## config.mk

```make
export PLATFORM = sky130hd
export DESIGN_NAME = dtl_delay_line
export DESIGN_NICKNAME = d
export VERILOG_FILES = /design/src/rtl/dtl_pkg.sv /design/src/rtl/dtl_ctrl_reg.sv /design/src/rtl/dtl_chain.sv /design/src/rtl/dtl_tap_out.sv /design/src/rtl/dtl_delay_line.sv
export SDC_FILE = /design/constraint.sdc
export NUM_CORES = 1
export LEC_CHECK = 0
export BUFFER_PORTS_ARGS = -buffer_cell sky130_fd_sc_hd__buf_2
export CAP_MARGIN = 10
export CORE_ASPECT_RATIO = 1.75
export CORE_MARGIN = 2
export CORE_UTILIZATION = 30
export DETAILED_ROUTE_END_ITERATION = 16
export GPL_TIMING_DRIVEN = 0
export PLACE_DENSITY = 0.49
export SLEW_MARGIN = 5
export SYNTH_ARGS = -nofsm -noshare
export SYNTH_HDL_FRONTEND = slang
export SYNTH_SLANG_ARGS = --single-unit
```

## constraint.sdc

```tcl
create_clock -name clk -period 4.6 [get_ports clk]
set_clock_uncertainty 0.15 [all_clocks]
set_input_delay 0.92 -clock clk [delete_from_list [all_inputs] [get_ports clk]]
set_output_delay 0.92 -clock clk [all_outputs]
set_load 0.005 [all_outputs]
```

## src/rtl/dtl_pkg.sv

```systemverilog
package dtl_pkg;

    // Lane width and control widths shared by every unit of the delay line
    localparam int DTL_NIB_W     = 4;
    localparam int DTL_CODE_W    = 4;
    localparam int DTL_MIN_DELAY = 3;

    // Behaviour of the topmost lane
    typedef enum logic {
        MODE_SHARED    = 1'b0,
        MODE_PIN_UPPER = 1'b1
    } dtl_mode_e;

endpackage

```

## src/rtl/dtl_ctrl_reg.sv

```systemverilog
module dtl_ctrl_reg
    import dtl_pkg::*;
#(
    parameter int CODE_W = DTL_CODE_W
) (
    input  logic              clk,
    input  logic              rst_n,
    input  logic [CODE_W-1:0] code_in,
    input  logic              mode_in,
    output logic [CODE_W-1:0] code_q,
    output dtl_mode_e         mode_q
);

    typedef struct packed {
        logic [CODE_W-1:0] code;
        dtl_mode_e         mode;
    } ctrl_t;

    ctrl_t ctrl_d, ctrl_q;

    // Next state: the controls are sampled on every edge
    always_comb begin
        ctrl_d      = ctrl_q;
        ctrl_d.code = code_in;
        ctrl_d.mode = dtl_mode_e'(mode_in);
    end

    always_ff @(posedge clk or negedge rst_n) begin
        if (!rst_n) begin
            ctrl_q <= '{code: '0, mode: MODE_SHARED};
        end else begin
            ctrl_q <= ctrl_d;
        end
    end

    assign code_q = ctrl_q.code;
    assign mode_q = ctrl_q.mode;

endmodule

```

## src/rtl/dtl_chain.sv

```systemverilog
module dtl_chain
    import dtl_pkg::*;
#(
    parameter int W   = DTL_NIB_W,
    parameter int LEN = 17
) (
    input  logic                   clk,
    input  logic                   rst_n,
    input  logic [W-1:0]           lane_in,
    output logic [LEN-1:0][W-1:0]  stages
);

    typedef struct packed {
        logic [LEN-1:0][W-1:0] stg;
    } chain_t;

    chain_t chain_d, chain_q;

    // Unconditional shift: the controls never reach this chain
    always_comb begin
        chain_d        = chain_q;
        chain_d.stg[0] = lane_in;
        for (int k = 1; k < LEN; k++) begin
            chain_d.stg[k] = chain_q.stg[k-1];
        end
    end

    always_ff @(posedge clk or negedge rst_n) begin
        if (!rst_n) begin
            chain_q <= '0;
        end else begin
            chain_q <= chain_d;
        end
    end

    assign stages = chain_q.stg;

endmodule

```

## src/rtl/dtl_tap_out.sv

```systemverilog
module dtl_tap_out
    import dtl_pkg::*;
#(
    parameter int W     = DTL_NIB_W,
    parameter int LEN   = 17,
    parameter int IDX_W = $clog2(LEN)
) (
    input  logic                   clk,
    input  logic                   rst_n,
    input  logic [LEN-1:0][W-1:0]  stages,
    input  logic [IDX_W-1:0]       sel,
    output logic [W-1:0]           lane_out
);

    typedef struct packed {
        logic [W-1:0] out;
    } tap_t;

    tap_t tap_d, tap_q;

    // Tap selector; an index past the end falls back to the last stage
    always_comb begin
        tap_d = tap_q;
        if (int'(sel) < LEN) begin
            tap_d.out = stages[sel];
        end else begin
            tap_d.out = stages[LEN-1];
        end
    end

    always_ff @(posedge clk or negedge rst_n) begin
        if (!rst_n) begin
            tap_q <= '0;
        end else begin
            tap_q <= tap_d;
        end
    end

    assign lane_out = tap_q.out;

endmodule

```

## src/rtl/dtl_delay_line.sv

```systemverilog
module dtl_delay_line
    import dtl_pkg::*;
#(
    parameter int NIB_W     = DTL_NIB_W,
    parameter int NUM_PATHS = 2,
    parameter int CODE_W    = DTL_CODE_W,
    parameter int MIN_DELAY = DTL_MIN_DELAY
) (
    input  logic                         clk,
    input  logic                         rst_n,
    input  logic [NIB_W*NUM_PATHS-1:0]   din,
    input  logic [CODE_W-1:0]            len_code,
    input  logic                         pin_mode,
    output logic [NIB_W*NUM_PATHS-1:0]   dout
);

    localparam int MAX_DELAY = MIN_DELAY + (2 ** CODE_W) - 1;
    localparam int CHAIN_LEN = MAX_DELAY - 1;
    localparam int IDX_W     = $clog2(CHAIN_LEN);
    localparam int BASE_IDX  = MIN_DELAY - 2;

    logic [CODE_W-1:0] code_q;
    dtl_mode_e         mode_q;
    logic [IDX_W-1:0]  code_sel;

    logic [NUM_PATHS-1:0][CHAIN_LEN-1:0][NIB_W-1:0] stages;

    dtl_ctrl_reg #(
        .CODE_W (CODE_W)
    ) u_ctrl (
        .clk     (clk),
        .rst_n   (rst_n),
        .code_in (len_code),
        .mode_in (pin_mode),
        .code_q  (code_q),
        .mode_q  (mode_q)
    );

    // Code N selects zero-based stage N+BASE_IDX (the N+2 th register by default)
    assign code_sel = IDX_W'(code_q) + IDX_W'(BASE_IDX);

    for (genvar p = 0; p < NUM_PATHS; p++) begin : g_path
        logic [IDX_W-1:0] sel;

        if (p == NUM_PATHS - 1) begin : g_pinnable
            assign sel = (mode_q == MODE_PIN_UPPER) ? IDX_W'(CHAIN_LEN - 1) : code_sel;
        end else begin : g_coded
            assign sel = code_sel;
        end

        dtl_chain #(
            .W   (NIB_W),
            .LEN (CHAIN_LEN)
        ) u_chain (
            .clk     (clk),
            .rst_n   (rst_n),
            .lane_in (din[p*NIB_W +: NIB_W]),
            .stages  (stages[p])
        );

        dtl_tap_out #(
            .W     (NIB_W),
            .LEN   (CHAIN_LEN),
            .IDX_W (IDX_W)
        ) u_tap (
            .clk      (clk),
            .rst_n    (rst_n),
            .stages   (stages[p]),
            .sel      (sel),
            .lane_out (dout[p*NIB_W +: NIB_W])
        );
    end

endmodule

```

==> impl_metrics.yaml <==
status:
  status: "complete, no violations"
die:
  die_x_um: 102
  die_h_um: 176
  core-area_um2: 16800
  boundaryPins: 23
  initial_utilization: 0.302
  num_rows: 63
  die_area_um2: 18000
clocking:
  cts_buffer_depth: 2
  htree_levels: 4
  clk_pin_slew_ns: 0.06
  postCtsSetupBuffers: 0
  cts_resized: 0
  cts_sinks: 149
  cts-root-buf: "clkbuf_16"
  hold_buffers: 0
  cts_tree: "built"
  clk_latency_ns: 0.41
  cts_buffers: 17
timing:
  worstMarginPinSlew_ns: 0.529
  max_freq_ghz: 0.426
  post-route-min-period_ns: 2.35
  slew_headroom: 0.647
  fin_crit_sh: 0.510
  layout_setup_ws_ns: 2.25
  finalHoldViolCount: 0
  setup_viol: 0
  slew_violations: 0
  tns_ns: 0
  rsz0062_at_grt: "false"
route:
  drt_pass1_iterations: 4
  vias: 2544
  final_antenna_net_count: 0
  drc: 0
  wl_per_cell_um: 17.1
  drt_wl_total_mm: 9.70
  drtIter0Drc: 157
  vias_per_cell: 4.47
critical_path:
  crit_required_ns: 4.73
  crit_fanout: 10
  worst_r2r_path_depth: 7
  r2r-end: "g_path[1].u_tap.lane_out[0]"
  reg2reg_slack_ns: 2.25
  r2r_start: "u_ctrl.code_q[0]"
  crit_path_start: "u_ctrl.code_q[0]"
  crit_type: "reg2reg"
  endpoint: "g_path[1].u_tap.lane_out[0]"
  arrival_ns: 2.48
  end_kind: "flip-flop"
  startpoint_type: "flip-flop"
place:
  io_buffers: 22
  gp_congestion: 0.770
  dp_slack_ns: 2.20
  hpwl_mm: 6.36
grt:
  grt_max_degree: 93
  antenna_found_initial: 0
  grt.overflow.total: 0
  gr-usage-all-layers: 0.121
  grt_pass1_vias: 2843
  grt_pass1_wl_mm: 15.9
power_and_ir_drop:
  p_clk_frac: 0.478
  power_leakage_nw: 2.67
  intPower_w: 0.00246
  peakVddDrop_uv: 232
  p_seq_frac: 0.452
  powerDensity_nw_per_um2: 512
  p_sw_frac: 0.218
  switchingPower_w: 0.000687
  p_comb_frac: 0.071
final_layout:
  mostFrequentLayoutCells: "dfrtp_1 (149), buf_2 (26), mux4_2 (18)"
  seq_area_um2: 3730
  final_common_cell: "dfrtp_1"
  n_fill_cell: 1555
  antennaDiodeCount: 0
  synthToLayoutAreaGrowth_pct: 21.1
  nNetsFinal: 346
  drive_gt1_frac: 0.281
  multi_input_area_um2: 1240
job:
  drv_cap: 0
yosys:
  synth-warning-count: 0
  synth_nets: 304
  synth_cell_type_count: 42
  synth_edf_count: 0
  ys.flop_type: "dfrtp_1"
  async_reset_ff_frac: 1.00
  synth-seq-area-share: 0.735
  synth-seq-cells: 149
  syn_inst: 288
  synth.avg_cell_area_um2: 17.6
  synth_area_um2: 5080
min_path:
  min_path_type: "reg2reg"
how the worst min path moves through the flow:
stage	end	cells after the start	start
detailed placement	g_path[0].u_chain.stages[15]	0	g_path[0].u_chain.stages[11]
CTS	g_path[0].u_chain.stages[52]	0	g_path[0].u_chain.stages[48]
finish	g_path[0].u_chain.stages[11]	0	g_path[0].u_chain.stages[7]
global placement	g_path[0].u_chain.stages[28]	0	g_path[0].u_chain.stages[24]
floorplan	g_path[0].u_chain.stages[20]	0	g_path[0].u_chain.stages[16]
global route	g_path[0].u_chain.stages[11]	0	g_path[0].u_chain.stages[7]
power groups by stage:
stage | registers (W) | clock network, W | logic, W
finish | 0.00142 | 0.00150 | 0.000222
floorplan | 0.00144 | 0 | 0.000139
detailed placement | 0.00145 | 0 | 0.000230
CTS | 0.00142 | 0.00155 | 0.000230
global route | 0.00143 | 0.00160 | 0.000249
global placement | 0.00144 | 0 | 0.000224
routing by layer:
metal | track usage | share of wire | vias up
li1 | - | - | 1135
met1 | 0.154 | 0.42 | 1334
met2 | 0.187 | 0.52 | 56
met3 | 0.0281 | 0.035 | 19
met4 | 0.0689 | 0.033 | 0
met5 | 0 | 0 | -
kinds of logic (layout without fill, tap and decap cells):
logic type / after synthesis / count (layout) / synth area share
flops: 149 / 149 / 0.735
buf+inv: 14 / 68 / 0.0219
mux: 36 / 36 / 0.128
fa+ha+maj: 1 / 1 / 0.00246
xor+xnor: 2 / 2 / 0.00493
compound gates: 45 / 45 / 0.0661
simple gates: 41 / 41 / 0.0417
state kept, by name, indices dropped and copies added, names as in the netlist:
register,flops
g_path.u_tap.lane_out,8
u_ctrl.mode_q,1
g_path.u_chain.stages,136
u_ctrl.code_q,4
Yosys cell counts (3+ instances only):
cell,count,area (um2)
a211o_1,4,35.0
a21oi_1,12,60.1
a221oi_1,3,26.3
a2bb2oi_1,3,26.3
buf_2,5,25.0
buf_4,4,30.0
dfrtp_1,149,3730
mux2i_1,13,130
mux4_1,4,105
mux4_2,18,405
nand2_1,14,52.6
nand3_1,9,45.0
nor2_1,4,15.0
nor2b_1,4,25.0
o21ai_0,9,45.0
layout make-up:
| class | count | share of cell area |
|---|---|---|
| clock buffers | 19 | 0.0720 |
| repair buffers | 23 | 0.0234 |
| clock inverters | 12 | 0.0328 |
| plain buffers | 13 | 0.0175 |
| flip-flops and latches | 149 | 0.606 |
| inverters | 1 | 0.000611 |
| multi-input cells | 125 | 0.201 |
| well taps | 227 | 0.0462 |
critical path: stages (launching register included):
cell	delay (ns)
dfrtp_1	0.47
ha_1	0.32
buf_4	0.18
buf_2	0.31
mux4_2	0.35
nand2_1	0.08
a21oi_1	0.06
a211o_1	0.27
stage by stage:
step | cell area [um2] | power, W | cells | hold WS [ns] | utilization
2_1_floorplan | 5080 | 0.00157 | 288 | 0.196 | -
3_3_place_gp | 5470 | 0.00167 | 537 | 0.199 | 0.326
3_5_place_dp | 5500 | 0.00168 | 538 | 0.205 | 0.328
4_1_cts | 6150 | 0.00320 | 569 | 0.219 | 0.366
5_1_grt | 6150 | 0.00328 | 569 | 0.227 | 0.366
6_report | 6150 | 0.00315 | 569 | 0.218 | 0.366
Note: power is estimated with default switching activity, not from simulation.
